**src/rtl/exr_pkg.sv**
```systemverilog
package exr_pkg;

   typedef enum logic [1:0] {
      EXR_THREAD  = 2'd0,
      EXR_STACKED = 2'd1,
      EXR_TAIL    = 2'd2
   } exr_outcome_e;

   // Register file index of the word held in each frame slot, in ascending
   // address order. Index 16 is the status word.
   function automatic logic [4:0] exr_slot_reg(input int slot);
      logic [4:0] r;
      case (slot)
         0:       r = 5'd0;
         1:       r = 5'd1;
         2:       r = 5'd2;
         3:       r = 5'd3;
         4:       r = 5'd12;
         5:       r = 5'd14;
         6:       r = 5'd15;
         default: r = 5'd16;
      endcase
      return r;
   endfunction

endpackage

```
**src/rtl/exr_decide.sv**
```systemverilog
module exr_decide
   import exr_pkg::*;
#(
   parameter int PRIO_W = 3
) (
   input  logic              pend_valid,
   input  logic [PRIO_W-1:0] pend_prio,
   input  logic              stk_valid,
   input  logic [PRIO_W-1:0] stk_prio,
   output exr_outcome_e      path
);

   logic outranks;

   // Lower value wins; a tie is not a preemption.
   assign outranks = !stk_valid || (pend_prio < stk_prio);

   always_comb begin
      if (pend_valid && outranks)
         path = EXR_TAIL;
      else if (stk_valid)
         path = EXR_STACKED;
      else
         path = EXR_THREAD;
   end

endmodule

```
**src/rtl/exr_frame_map.sv**
```systemverilog
module exr_frame_map
   import exr_pkg::*;
#(
   parameter int FRAME_WORDS = 8,
   parameter int IDX_W       = 5,
   parameter int ADDR_W      = 32,
   parameter int WORD_BYTES  = 4,
   localparam int SLOT_W     = $clog2(FRAME_WORDS)
) (
   input  logic [SLOT_W-1:0] slot,
   output logic [IDX_W-1:0]  reg_idx,
   output logic [ADDR_W-1:0] byte_off
);

   logic [IDX_W-1:0]  idx_tab [FRAME_WORDS];
   logic [ADDR_W-1:0] off_tab [FRAME_WORDS];

   for (genvar g = 0; g < FRAME_WORDS; g++) begin : g_slot
      assign idx_tab[g] = IDX_W'(exr_slot_reg(g));
      assign off_tab[g] = ADDR_W'(g * WORD_BYTES);
   end

   assign reg_idx  = idx_tab[slot];
   assign byte_off = off_tab[slot];

endmodule

```
**src/rtl/exr_pop_ctl.sv**
```systemverilog
module exr_pop_ctl #(
   parameter int FRAME_WORDS = 8,
   localparam int SLOT_W     = $clog2(FRAME_WORDS)
) (
   input  logic              clk,
   input  logic              rst_n,
   input  logic              start,
   input  logic              rd_err,
   output logic              running,
   output logic [SLOT_W-1:0] slot,
   output logic              fin,
   output logic              abort
);

   localparam logic [SLOT_W-1:0] LAST = SLOT_W'(FRAME_WORDS - 1);

   always_ff @(posedge clk or negedge rst_n) begin
      if (!rst_n) begin
         running <= 1'b0;
         slot    <= '0;
      end else if (start && !running) begin
         running <= 1'b1;
         slot    <= '0;
      end else if (running) begin
         if (rd_err || slot == LAST)
            running <= 1'b0;
         else
            slot <= slot + 1'b1;
      end
   end

   assign fin   = running && !rd_err && (slot == LAST);
   assign abort = running && rd_err;


   err_stops_chk: assert property (@(posedge clk) disable iff (!rst_n)
      abort |=> !running);


   slot_range_chk: assert property (@(posedge clk) disable iff (!rst_n)
      running |-> slot <= LAST);

endmodule

```
**src/rtl/exc_return_seq.sv**
```systemverilog
module exc_return_seq
   import exr_pkg::*;
#(
   parameter int PRIO_W      = 3,
   parameter int NUM_W       = 9,
   parameter int ADDR_W      = 32,
   parameter int DATA_W      = 32,
   parameter int FRAME_WORDS = 8,
   parameter int IDX_W       = 5
) (
   input  logic              clk,
   input  logic              rst_n,
   input  logic              ret_req,
   input  logic              ret_thread,
   input  logic              ret_psp,
   input  logic              pend_valid,
   input  logic [PRIO_W-1:0] pend_prio,
   input  logic [NUM_W-1:0]  pend_num,
   input  logic              stk_valid,
   input  logic [PRIO_W-1:0] stk_prio,
   input  logic [ADDR_W-1:0] msp_in,
   input  logic [ADDR_W-1:0] psp_in,
   output logic              rd_req,
   output logic [ADDR_W-1:0] rd_addr,
   input  logic [DATA_W-1:0] rd_data,
   input  logic              rd_err,
   output logic              rf_we,
   output logic [IDX_W-1:0]  rf_idx,
   output logic [DATA_W-1:0] rf_wdata,
   output logic              sp_wr_en,
   output logic              sp_wr_sel,
   output logic [ADDR_W-1:0] sp_wr_val,
   output logic              busy,
   output logic              done,
   output logic              fault,
   output logic [1:0]        outcome,
   output logic [NUM_W-1:0]  active_num,
   output logic              cur_handler,
   output logic              sp_sel
);

   localparam int SLOT_W      = $clog2(FRAME_WORDS);
   localparam int WORD_BYTES  = DATA_W / 8;
   localparam int FRAME_BYTES = FRAME_WORDS * WORD_BYTES;

   if (FRAME_WORDS != 8) begin : g_bad_frame
      $error("exc_return_seq: the frame layout needs FRAME_WORDS == 8");
   end
   if (DATA_W % 8 != 0) begin : g_bad_data
      $error("exc_return_seq: DATA_W must be a whole number of bytes");
   end
   if (NUM_W > DATA_W) begin : g_bad_num
      $error("exc_return_seq: NUM_W must not exceed DATA_W");
   end
   if (IDX_W < 5) begin : g_bad_idx
      $error("exc_return_seq: IDX_W must reach index 16");
   end
   if (PRIO_W < 1) begin : g_bad_prio
      $error("exc_return_seq: PRIO_W must be at least 1");
   end

   exr_outcome_e      path;
   logic              running;
   logic [SLOT_W-1:0] slot;
   logic              fin;
   logic              abort;
   logic              accept;
   logic              start;
   logic              sel_now;
   logic [ADDR_W-1:0] byte_off;

   exr_outcome_e      path_q;
   exr_outcome_e      outcome_q;
   logic [ADDR_W-1:0] base_q;
   logic              sel_q;
   logic              thr_q;
   logic              done_q;
   logic              fault_q;
   logic              spw_en_q;
   logic              spw_sel_q;
   logic [ADDR_W-1:0] spw_val_q;
   logic [NUM_W-1:0]  active_q;
   logic              sp_sel_q;

   exr_decide #(.PRIO_W(PRIO_W)) u_decide (
      .pend_valid (pend_valid),
      .pend_prio  (pend_prio),
      .stk_valid  (stk_valid),
      .stk_prio   (stk_prio),
      .path       (path)
   );

   exr_pop_ctl #(.FRAME_WORDS(FRAME_WORDS)) u_pop (
      .clk     (clk),
      .rst_n   (rst_n),
      .start   (start),
      .rd_err  (rd_err),
      .running (running),
      .slot    (slot),
      .fin     (fin),
      .abort   (abort)
   );

   exr_frame_map #(
      .FRAME_WORDS (FRAME_WORDS),
      .IDX_W       (IDX_W),
      .ADDR_W      (ADDR_W),
      .WORD_BYTES  (WORD_BYTES)
   ) u_map (
      .slot     (slot),
      .reg_idx  (rf_idx),
      .byte_off (byte_off)
   );

   assign accept  = ret_req && !running;
   assign start   = accept && (path != EXR_TAIL);
   assign sel_now = ret_thread && ret_psp;

   always_ff @(posedge clk or negedge rst_n) begin
      if (!rst_n) begin
         path_q    <= EXR_THREAD;
         outcome_q <= EXR_THREAD;
         base_q    <= '0;
         sel_q     <= 1'b0;
         thr_q     <= 1'b0;
         done_q    <= 1'b0;
         fault_q   <= 1'b0;
         spw_en_q  <= 1'b0;
         spw_sel_q <= 1'b0;
         spw_val_q <= '0;
         active_q  <= '0;
         sp_sel_q  <= 1'b0;
      end else begin
         done_q   <= 1'b0;
         fault_q  <= 1'b0;
         spw_en_q <= 1'b0;
         if (accept) begin
            path_q <= path;
            thr_q  <= ret_thread;
            sel_q  <= sel_now;
            base_q <= sel_now ? psp_in : msp_in;
            if (path == EXR_TAIL) begin
               done_q    <= 1'b1;
               outcome_q <= EXR_TAIL;
               active_q  <= pend_num;
            end
         end
         if (fin) begin
            done_q    <= 1'b1;
            outcome_q <= path_q;
            active_q  <= rd_data[NUM_W-1:0];
            spw_en_q  <= 1'b1;
            spw_sel_q <= sel_q;
            spw_val_q <= base_q + ADDR_W'(FRAME_BYTES);
            sp_sel_q  <= sel_q;
         end
         if (abort)
            fault_q <= 1'b1;
      end
   end

   assign rd_req      = running;
   assign rd_addr     = base_q + byte_off;
   assign rf_we       = running && !rd_err;
   assign rf_wdata    = rd_data;
   assign sp_wr_en    = spw_en_q;
   assign sp_wr_sel   = spw_sel_q;
   assign sp_wr_val   = spw_val_q;
   assign busy        = running;
   assign done        = done_q;
   assign fault       = fault_q;
   assign outcome     = outcome_q;
   assign active_num  = active_q;
   assign cur_handler = (active_q != '0);
   assign sp_sel      = sp_sel_q;


   addr_step_chk: assert property (@(posedge clk) disable iff (!rst_n)
      (rd_req && $past(rd_req)) |-> rd_addr == $past(rd_addr) + ADDR_W'(WORD_BYTES));


   tail_no_read_chk: assert property (@(posedge clk) disable iff (!rst_n)
      (done && outcome == 2'd2) |-> !$past(rd_req));


   spw_with_done_chk: assert property (@(posedge clk) disable iff (!rst_n)
      sp_wr_en |-> (done && outcome != 2'd2));


   handler_main_chk: assert property (@(posedge clk) disable iff (!rst_n)
      (sp_wr_en && !thr_q) |-> !sp_wr_sel);


   tie_stacked_chk: assert property (@(posedge clk) disable iff (!rst_n)
      (accept && pend_valid && stk_valid && pend_prio == stk_prio) |=> path_q == EXR_STACKED);


   done_fault_excl_chk: assert property (@(posedge clk) disable iff (!rst_n)
      !(done && fault));


   busy_hold_chk: assert property (@(posedge clk) disable iff (!rst_n)
      (busy && ret_req) |=> $stable(path_q));


   outcome_legal_chk: assert property (@(posedge clk) disable iff (!rst_n)
      done |-> outcome != 2'd3);

endmodule

```
**config.mk**
```make
export PLATFORM = sky130hd
export DESIGN_NAME = exc_return_seq
export DESIGN_NICKNAME = d
export VERILOG_FILES = /design/src/rtl/exr_pkg.sv /design/src/rtl/exr_decide.sv /design/src/rtl/exr_frame_map.sv /design/src/rtl/exr_pop_ctl.sv /design/src/rtl/exc_return_seq.sv
export SDC_FILE = /design/constraint.sdc
export NUM_CORES = 1
export LEC_CHECK = 0
export BUFFER_PORTS_ARGS = -buffer_cell sky130_fd_sc_hd__clkbuf_2
export CAP_MARGIN = 20
export CELL_PAD_IN_SITES_DETAIL_PLACEMENT = 0
export CELL_PAD_IN_SITES_GLOBAL_PLACEMENT = 2
export CORE_MARGIN = 3
export CORE_UTILIZATION = 28
export DETAILED_ROUTE_END_ITERATION = 16
export PLACE_DENSITY_LB_ADDON = 0.12
export SYNTH_ARGS = -nofsm -noshare
export SYNTH_HDL_FRONTEND = slang
export SYNTH_SLANG_ARGS = --single-unit
```
**constraint.sdc**
```tcl
create_clock -name clk -period 4.1 [get_ports clk]
set_clock_uncertainty 0.2 [all_clocks]
set_input_delay 0.205 -clock clk [delete_from_list [all_inputs] [get_ports clk]]
set_output_delay 0.205 -clock clk [all_outputs]
set_load 0.1 [all_outputs]
```
==> results of run 1 <==
## critical path, stage by stage, from the launching register on
cell and delay, ns:
dfrtp_1 0.42, ha_1 0.20, inv_1 0.06, fa_1 0.40, inv_1 0.08, a21o_1 0.27
and2_1 0.39, nand3_1 0.15, xnor2_1 0.20, clkbuf_2 0.48
## where the power goes
part           switching [uW]  internal (uW)  leakage, uW  total [uW]
combinational            2640            536      0.00230        3180
sequential                265           1090      0.00110        1360
clock                     347            487     0.000148         834
total                    3250           2120      0.00355        5370
## cell usage in the layout, fill, tap and decap left out, drive strengths merged, types with 5 or more instances in the layout
| master | synthesis | layout |
|---|---|---|
| nor3 | 5 | 5 |
| and3 | 6 | 6 |
| xor2 | 28 | 28 |
| mux2 | 9 | 9 |
| nand4 | 9 | 9 |
| nor2 | 15 | 15 |
| dfrtp | 86 | 86 |
| buf | 57 | 6 |
| ha | 10 | 10 |
| o21ai | 63 | 63 |
| nand3 | 25 | 25 |
| dlygate4sd3 | 0 | 72 |
| mux2i | 32 | 32 |
| xnor2 | 26 | 26 |
| inv | 15 | 15 |
| clkbuf | 12 | 202 |
| nand2 | 127 | 127 |
## worst paths after layout
kind	slack, ns	from	to	depth (start not counted)
worst max register to register	1.39	u_pop.slot[1]	active_num[4]	8
worst max-delay path	0.70	u_pop.slot[0]	rd_addr[30]	9
min in group asynchronous	0.27	rst_n	sp_wr_val[19]	2
worst min register to register	0.27	sel_q	sp_sel	2
worst min-delay path	-0.01	psp_in[24]	base_q[24]	3
max in group asynchronous	2.52	rst_n	base_q[23]	3
## final cells by class
cell class	count	area [um^2]
clock inverter	6	61.31
timing repair buffer	270	1747
multi-input combinational	385	2392
clock buffer	10	239.0
sequential	86	2152
inverter	15	56.30
tap	225	281.5
fill	1825	10490
## sequential cells by signal (all words and copies together), names as in the netlist
register / count
path_q: 2
sel_q: 1
fault: 1
u_pop.slot: 3
base_q: 32
sp_wr_en: 1
sp_wr_val: 32
done: 1
outcome: 2
active_num: 9
sp_sel: 1
u_pop.running: 1
## metrics by stage
step	cells	setup WS [ns]	instance area (um^2)	power (uW)	util
2_1_floorplan	555	0.5013	5031	4088	-
3_3_place_gp	908	1.085	5881	4503	0.3376
3_5_place_dp	908	1.012	5881	4521	0.3376
4_1_cts	996	0.6219	6902	5437	0.3963
5_1_grt	997	0.4854	6929	5626	0.3978
6_report	997	0.7010	6929	5370	0.3978
## per-layer routing
metal	share of wire	global-route usage	vias up
met5	0	0	-
met4	0.014	0.04997	0
met3	0.053	0.03175	22
met2	0.48	0.2558	120
met1	0.46	0.1969	2044
li1	-	-	2225
## timing repair
item,in CTS,in global routing
hold endpoints to repair,94,0
setup endpoints to repair,0,0
hold buffers,72,0
## cell families (layout without fill, tap and decap cells)
family                   after synthesis  after routing  synth area share
buffers and inverters                 84            301           0.09823
flip-flops                            86             86            0.4278
AO/OA/AOI/OAI                         74             74           0.07859
AND/OR/NAND/NOR                      205            205            0.1888
multiplexers                          41             41           0.08381
XOR/XNOR                              54             54           0.09401
adder cells (fa/ha/maj)               11             11           0.02885
==> impl_metrics.csv, run 1 <==
group,metric,value,unit
run_status,outcome,"complete, but fails checks",
clock_network,clock_path_buffers,2,
global_routing,grt_max_degree,70,
timing,timing.fmax,0.2942,GHz
route,vias,4411,
layout,synthToLayoutAreaGrowth,37.73,%
yosys,synth_edf_count,0,
clock_network,ctsResizeCount,0,
timing,min_period,3.399,ns
power_and_ir_drop,leakage,0.003546,uW
floorplanning,rows,48,
setup_path,critPathKind,"reg2out",
clock_network,cts_max_level,3,
global_routing,grt_antenna_before_repair,1,
yosys,synth.most_common_cell,"nand2_1",
clock_network,clock_sinks,86,
floorplanning,initial_core_util,0.2889,
floorplanning,coreArea,0.01742,mm^2
yosys,ys_seq_area_frac,0.4278,
yosys,avgSynthCellArea,9.065,um^2
placed_design,io_buffers,193,
floorplanning,dieArea,0.01961,mm^2
global_routing,gr-total-overflow,0,
layout,insertedDiodeCount,0,
floorplanning,io-pin-count,240,
layout,drive_gt1_frac,0.3109,
timing,finalHoldViolCount,3,
clock_network,clockRootBuffer,"clkbuf_16",
yosys,synth_seq_cells,86,
yosys,synth_ff_type,"dfrtp_1",
yosys,yosys-top-cells-count,"nand2_1 (127), dfrtp_1 (86), o21ai_0 (56)",
timing,worst_pin_slew,0.7523,ns
flow_run,cap_violations,0,
power_and_ir_drop,max-vdd-ir-drop,0.0004369,V
yosys,synth_nets,685,
route,wl_per_cell,14.98,um
setup_path,worstPathArrival,2.99,ns
route,first_pass_iters,4,
clock_network,postCtsSetupBuffers,0,
layout,nNetsFinal,897,
yosys,yosysWarnings,0,
global_routing,grt_usage,0.1525,
run_status,violations,"negative hold slack",
timing,slew_headroom,0.4985,
hold_path,hp-class,"in2reg",
placed_design,place_hpwl,10910,um
power_and_ir_drop,power.density,775.0,mW/mm^2
timing,maxSlewViolCount,0,
timing,setup_viol,0,
yosys,syn-instance-count,555,
yosys,synth_cell_types,47,
timing,holdWs,-0.01192,ns
floorplanning,die-width,140.0,um
route,antenna_left,0,
yosys,synthesis.area,0.005031,mm^2
route,drtIter0Drc,199,
timing,finalCritPeriodShare,0.8290,
timing,rsz0062_at_grt,"no",
setup_path,start_kind,"flip-flop",
floorplanning,die_h,140.0,um
yosys,synth_top_area_frac,0.4278,
yosys,synth_top_area_cell,"dfrtp_1",
global_routing,grt_pass1_vias,4564,
clock_network,clock_latency,0.34,ns
clock_network,cts_buffers,9,
clock_network,cts_tree,"built",
clock_network,path_clk_slew,0.06,ns
route,wirelength,14940,um
setup_path,critPathCaptureType,"output pin",
timing,setup_tns,0,ns
setup_path,required,3.69,ns
route,vias_per_cell,4.424,
placed_design,gp_congestion,0.7877,
setup_path,crit_fanout,6,
route,drc,0,
global_routing,grt_pass1_wl,23940,um
yosys,async_flop_share,1.000,
yosys,synth_area_leaders,"dfrtp_1 (43%), nand2_1 (9.5%), mux2i_1 (6.4%)",
Note: power is estimated with default switching activity, not from simulation.
==> run 2: changes to the inputs <==
--- a/config.mk
+++ b/config.mk
@@ -5,12 +5,13 @@
 export SDC_FILE = /design/constraint.sdc
 export NUM_CORES = 1
 export LEC_CHECK = 0
+export ABC_AREA = 1
 export BUFFER_PORTS_ARGS = -buffer_cell sky130_fd_sc_hd__clkbuf_2
 export CAP_MARGIN = 20
 export CELL_PAD_IN_SITES_DETAIL_PLACEMENT = 0
 export CELL_PAD_IN_SITES_GLOBAL_PLACEMENT = 2
 export CORE_MARGIN = 3
-export CORE_UTILIZATION = 28
+export CORE_UTILIZATION = 22
 export DETAILED_ROUTE_END_ITERATION = 16
 export PLACE_DENSITY_LB_ADDON = 0.12
 export SYNTH_ARGS = -nofsm -noshare
==> constraint.sdc (replaced) <==
create_clock -name clk -period 3.1 [get_ports clk]
set_clock_uncertainty 0.2 [all_clocks]
set_input_delay 0.155 -clock clk [delete_from_list [all_inputs] [get_ports clk]]
set_output_delay 0.155 -clock clk [all_outputs]
set_load 0.1 [all_outputs]
==> impl_metrics.csv, run 2 <==
group,metric,value,unit
layout,mostFrequentLayoutCells,"nand2_1 (215), clkbuf_2 (175), dlygate4sd3_1 (87)",
timing,setup_tns,0,ns
timing,holdWs,0.03451,ns
route,drtIter0Drc,312,
timing,worst_pin_slew,0.7804,ns
setup_path,cp_slowest_cell,"dfrtp_1",
global_routing,grt_antenna_before_repair,0,
setup_path,critPathKind,"reg2out",
setup_path,crit_family,"adder cells",
yosys,synth_top_family_by_area,"simple AND/OR/NAND/NOR gates",
placed_design,io_buffers,193,
layout,drive_gt1_frac,0.2636,
run_status,outcome,"complete, no violations",
yosys,synth_mux_area_frac,0,
yosys,avgSynthCellArea,7.286,um^2
layout,nNetsFinal,1096,
placed_design,gp_congestion,0.8013,
global_routing,grt_usage,0.1578,
route,wirelength,20500,um
timing,slew_headroom,0.4798,
floorplanning,dieArea,0.02591,mm^2
yosys,yosys.area_share.simple,0.2920,
floorplanning,initial_core_util,0.2244,
yosys,synth_nets,855,
yosys,synth_top_area_cell,"dfrtp_1",
yosys,yosys-top-cells-count,"nand2_1 (216), dfrtp_1 (86), nor2_1 (75)",
floorplanning,io-pin-count,240,
yosys,synth.most_common_cell,"nand2_1",
yosys,synth_compound_area_frac,0.1021,
setup_path,required,2.74,ns
clock_network,clock_path_buffers,2,
route,drc,0,
floorplanning,die_h,161.0,um
route,vias_per_cell,4.237,
global_routing,gr-total-overflow,0,
setup_path,path_cells,"ha_1 -> inv_1 -> fa_1 -> inv_1 -> nand2_1 -> nand2_1 -> inv_1 -> nor2_4 -> nand3b_1 -> xor2_2 -> buf_12",
flow_run,cap_violations,0,
timing,finalHoldViolCount,0,
clock_network,clock_latency,0.35,ns
yosys,syn-instance-count,725,
yosys,synth_top_area_frac,0.4074,
power_and_ir_drop,leakage,0.003944,uW
timing,rsz0062_at_grt,"no",
yosys,synthesis.area,0.005283,mm^2
setup_path,critPathBufInv,4,
floorplanning,coreArea,0.02354,mm^2
hold_path,hp-class,"in2reg",
setup_path,critPathCaptureType,"output pin",
power_and_ir_drop,max-vdd-ir-drop,0.0003212,V
yosys,synth_seq_cells,86,
layout,final_common_cell,"nand2_1",
route,vias,5466,
yosys,synth_area_leaders,"dfrtp_1 (41%), nand2_1 (15%), buf_4 (5.4%)",
yosys,synth_cell_types,27,
floorplanning,rows,56,
yosys,async_flop_share,1.000,
yosys,synthAdderAreaFrac,0.02748,
floorplanning,die-width,161.0,um
setup_path,worst_path_largest_cell_delay,0.41,ns
setup_path,start_kind,"flip-flop",
layout,n_fill_cell,2604,
clock_network,cts_buffers,9,
yosys,ys_seq_area_frac,0.4074,
global_routing,grt_pass1_wl,32090,um
clock_network,path_clk_slew,0.07,ns
clock_network,clock_sinks,86,
global_routing,grt_max_degree,56,
yosys,synth_edf_count,0,
timing,setup_viol,0,
timing,finalCritPeriodShare,0.9397,
yosys,synth_ff_type,"dfrtp_1",
timing,min_period,2.913,ns
placed_design,place_hpwl,15370,um
setup_path,cp_common_cell,"inv_1",
timing,maxSlewViolCount,0,
yosys,yosysWarnings,0,
yosys,synthXorXnorAreaFrac,0.04477,
clock_network,cts_max_level,3,
setup_path,crit_fanout,4,
power_and_ir_drop,power.density,691.0,mW/mm^2
route,wl_per_cell,15.89,um
layout,synthToLayoutAreaGrowth,47.54,%
timing,timing.fmax,0.3433,GHz
global_routing,grt_pass1_vias,5690,
route,antenna_left,0,
clock_network,cts_tree,"built",
setup_path,worstPathArrival,2.56,ns
clock_network,clockRootBuffer,"clkbuf_16",
layout,insertedDiodeCount,0,
route,first_pass_iters,4,
==> run 2: cell types whose count changed in the layout (fill, tap and decap cells not counted), sizes merged, moves of 31 or more <==
cell | before | now
inv | 15 | 73
mux2i | 32 | 0
nand2 | 127 | 221
nor2 | 15 | 86
o22ai | 0 | 31
==> run 2: layer usage <==
layer  up-vias  track usage  wire length [um]
met4         0      0.03872               225
li1       2744            -                 -
met1      2548       0.2166              9869
met3        21      0.02321               877
met2       153       0.2624              9528
met5         -            0                 0
==> run 2: through the flow <==
stage	setup slack, ns	instances	utilization	area [um^2]	total power (uW)
5_1_grt	0.002423	1290	0.3310	7794	5646
3_5_place_dp	0.4240	1187	0.2797	6584	4006
3_3_place_gp	0.4861	1187	0.2797	6584	4010
4_1_cts	0.02877	1290	0.3304	7779	5447
2_1_floorplan	-0.5683	725	-	5345	3541
6_report	0.1869	1290	0.3310	7794	5386
==> run 2: repair_timing <==
item / in CTS / in global routing
setup endpoints to repair: 0 / 4
endpoints found under the hold margin: 98 / 0
gates resized for setup: 0 / 4
hold buffers: 87 / 0
buffers inserted: 0 / 0
==> run 2: worst reg2reg max path: stages (launching register included) <==
cell	delay, ns
dfrtp_1	0.43
ha_1	0.20
ha_1	0.22
nand2_2	0.10
inv_2	0.31
buf_12	0.23
nand2_1	0.09
nand2_1	0.05
dlygate4sd3_1	0.54
nand2_1	0.06
nand2_1	0.08
==> run 2: kinds of logic (layout without fill, tap and decap cells) <==
kind of cell | after synthesis | after routing
AND/OR/NAND/NOR | 366 | 366
buffers and inverters | 135 | 381
AO/OA/AOI/OAI | 100 | 100
flip-flops | 86 | 86
XOR/XNOR | 27 | 27
adder cells (fa/ha/maj) | 11 | 11
==> run 2: layout make-up <==
type,count,area [um^2],share of cell area
multi-input cells,504,2544,0.3264
flip-flops and latches,86,2152,0.2761
repair buffers,293,2105,0.2700
well taps,319,399.1,0.05121
inverters,72,270.3,0.03468
clock buffers,11,242.7,0.03114
clock inverters,5,81.33,0.01044
==> run 2: final timing paths <==
path / start / slack, ns / end / cells after the start
worst max-delay path: u_pop.slot[0] / 0.19 / rd_addr[26] / 11
worst min-delay path: ret_req / 0.03 / sel_q / 3
worst max register to register: u_pop.slot[1] / 0.52 / active_num[2] / 10
worst min register to register: sel_q / 0.28 / sp_sel / 2
max in group asynchronous: rst_n / 1.67 / sp_wr_val[18] / 3
min in group asynchronous: rst_n / 0.23 / u_pop.running / 2
==> run 2: power breakdown <==
part,internal (uW),switching [uW]
combinational,656,2030
clock,732,500
sequential,1280,187
total,2670,2720
==> run 3: changes to the inputs <==
--- a/config.mk
+++ b/config.mk
@@ -12,7 +12,9 @@
 export CELL_PAD_IN_SITES_GLOBAL_PLACEMENT = 2
 export CORE_MARGIN = 3
 export CORE_UTILIZATION = 22
+export CTS_CLUSTER_SIZE = 14
 export DETAILED_ROUTE_END_ITERATION = 16
+export GPL_TIMING_DRIVEN = 0
 export PLACE_DENSITY_LB_ADDON = 0.12
 export SYNTH_ARGS = -nofsm -noshare
 export SYNTH_HDL_FRONTEND = slang
==> constraint.sdc (replaced) <==
create_clock -name clk -period 3.1 [get_ports clk]
set_clock_uncertainty 0.2 [all_clocks]
set_input_delay 0.62 -clock clk [delete_from_list [all_inputs] [get_ports clk]]
set_output_delay 0.62 -clock clk [all_outputs]
set_load 0.1 [all_outputs]
==> impl_metrics.csv, run 3 (same netlist as run 2, synthesis figures left out) <==
group,metric,value,unit
timing,setup_tns,-0.8219,ns
placed_design,place_ws,-0.8414,ns
route,met3WireLength,942,um
layout,synthToLayoutAreaGrowth,49.57,%
timing,setup_viol,7,
route,wl_per_cell,16.72,um
floorplanning,dieArea,0.02591,mm^2
clock_network,clock_path_buffers,2,
route,antenna_left,0,
flow_run,cap_violations,0,
setup_path,worstPathArrival,2.42,ns
power_and_ir_drop,p_clk_frac,0.207,
clock_network,cts_tree,"built",
timing,slew_headroom,0.5406,
layout,mostFrequentLayoutCells,"nand2_1 (211), clkbuf_2 (188), dfrtp_1 (79)",
power_and_ir_drop,pwr-share-seq,0.265,
clock_network,clockRootBuffer,"clkbuf_16",
power_and_ir_drop,comb_power_share,0.528,
floorplanning,initial_core_util,0.2244,
timing,finalHoldViolCount,0,
timing,finalWorstSetupSlack,-0.1381,ns
setup_path,critPathCaptureType,"output pin",
route,first_pass_iters,5,
power_and_ir_drop,p_sw,2870,uW
global_routing,grt_usage,0.1669,
clock_network,clock_sinks,86,
floorplanning,io-pin-count,240,
power_and_ir_drop,p_int,2678,uW
run_status,violations,"negative setup slack",
timing,maxSlewViolCount,0,
power_and_ir_drop,power.density,702.1,mW/mm^2
setup_path,start_kind,"flip-flop",
clock_network,path_clk_slew,0.06,ns
timing,rsz0062_at_grt,"yes",
floorplanning,die_h,161.0,um
placed_design,place_hpwl,16880,um
power_and_ir_drop,max-vdd-ir-drop,0.0003148,V
floorplanning,rows,56,
run_status,outcome,"complete, but fails checks",
route,wl_met2,9690,um
placed_design,gp_congestion,0.7868,
placed_design,io_buffers,216,
clock_network,cts_max_level,3,
floorplanning,die-width,161.0,um
global_routing,grt_antenna_before_repair,0,
layout,n_fill_cell,2579,
timing,timing.fmax,0.3088,GHz
clock_network,cts_hold_buf,0,
clock_network,clock_latency,0.35,ns
route,drt-met1-wl,10680,um
route,drc,0,
route,drtIter0Drc,259,
layout,nNetsFinal,1096,
hold_path,hp-class,"in2async",
timing,finalCritPeriodShare,1.045,
route,wirelength,21580,um
setup_path,critPathKind,"reg2out",
global_routing,gr-total-overflow,0,
timing,worst_pin_slew,0.6892,ns
timing,min_period,3.238,ns
route,vias,5450,
setup_path,crit_fanout,3,
power_and_ir_drop,leakage,0.004024,uW
global_routing,grt_pass1_wl,32920,um
route,top_layer,"met4",
setup_path,required,2.28,ns
global_routing,grt_pass1_vias,5615,
clock_network,cts_buffers,9,
route,vias_per_cell,4.225,
layout,drive_gt1_frac,0.3852,
power_and_ir_drop,switching_share,0.5173,
layout,final_common_cell,"nand2_1",
global_routing,grt_max_degree,49,
layout,insertedDiodeCount,0,
floorplanning,coreArea,0.02354,mm^2
==> run 3: cell types whose count changed in the layout (fill, tap and decap cells not counted), sizes merged <==
cell         change
buf             +49
inv              -2
clkbuf          +40
bufinv           -1
dlygate4sd3     -87
clkinvlp         +1
==> run 3: metal layers <==
metal / vias up / global-route usage
met4: 0 / 0.04263
met2: 180 / 0.2595
met5: - / 0
li1: 2738 / -
met1: 2516 / 0.2435
met3: 16 / 0.02450
==> run 3: power groups by stage <==
stage	registers [uW]	logic, uW	clock network (uW)
floorplan	1820	1790	0
detailed placement	1500	2630	0
global route	1500	3080	1240
CTS	1470	2880	1190
finish	1470	2930	1150
global placement	1500	2630	0
==> run 3: layout make-up <==
cell class	count	area, um^2	share of cell area
tap	319	399.1	0.05051
sequential	86	2161	0.2735
multi-input combinational	504	2824	0.3574
inverter	72	274.0	0.03468
clock buffer	13	260.3	0.03294
timing repair buffer	230	1538	0.1946
clock inverter	3	42.54	0.005384
buffer	63	402.9	0.05099
==> run 3: worst max-delay path, cell delays in order (launching register included) <==
cell and delay [ns]:
dfrtp_1 0.38, ha_2 0.20, inv_2 0.04, fa_2 0.34, inv_2 0.06, nand2_2 0.05
nand2_4 0.10, nand2_1 0.15, nor2_4 0.23, nand2_2 0.13, xor2_4 0.16, clkbuf_16 0.22
==> run 3: worst paths after layout <==
| path | slack (ns) | start | depth (start not counted) | to |
|---|---|---|---|---|
| worst min register to register | 0.28 | sel_q | 2 | sp_sel |
| worst min-delay path | 0.12 | rst_n | 1 | fault |
| worst max-delay path | -0.14 | u_pop.slot[0] | 11 | rd_addr[30] |
| min in group clk | 0.28 | sel_q | 2 | sp_sel |
| worst max register to register | 0.76 | u_pop.slot[0] | 8 | sp_wr_val[11] |
| max in group asynchronous | 1.88 | rst_n | 2 | base_q[14] |
==> run 3: repair_timing <==
action                                 4_1_cts  5_1_grt
buffers inserted                             8        5
endpoints found under the hold margin        0        0
resized for setup                           84       34
setup endpoints to repair                   27       27
pin swaps                                    8        7
==> run 3: through the flow <==
step / util / total power (uW) / instances / hold slack [ns] / cell area, um^2
finish: 0.3356 / 5547 / 1290 / 0.1157 / 7901
global route: 0.3356 / 5818 / 1290 / 0.1458 / 7901
CTS: 0.3304 / 5544 / 1285 / 0.1283 / 7779
detailed placement: 0.2995 / 4131 / 1261 / 0.2581 / 7051
global placement: 0.2982 / 4131 / 1260 / 0.2544 / 7020
floorplan: - / 3608 / 725 / 0.1244 / 5540
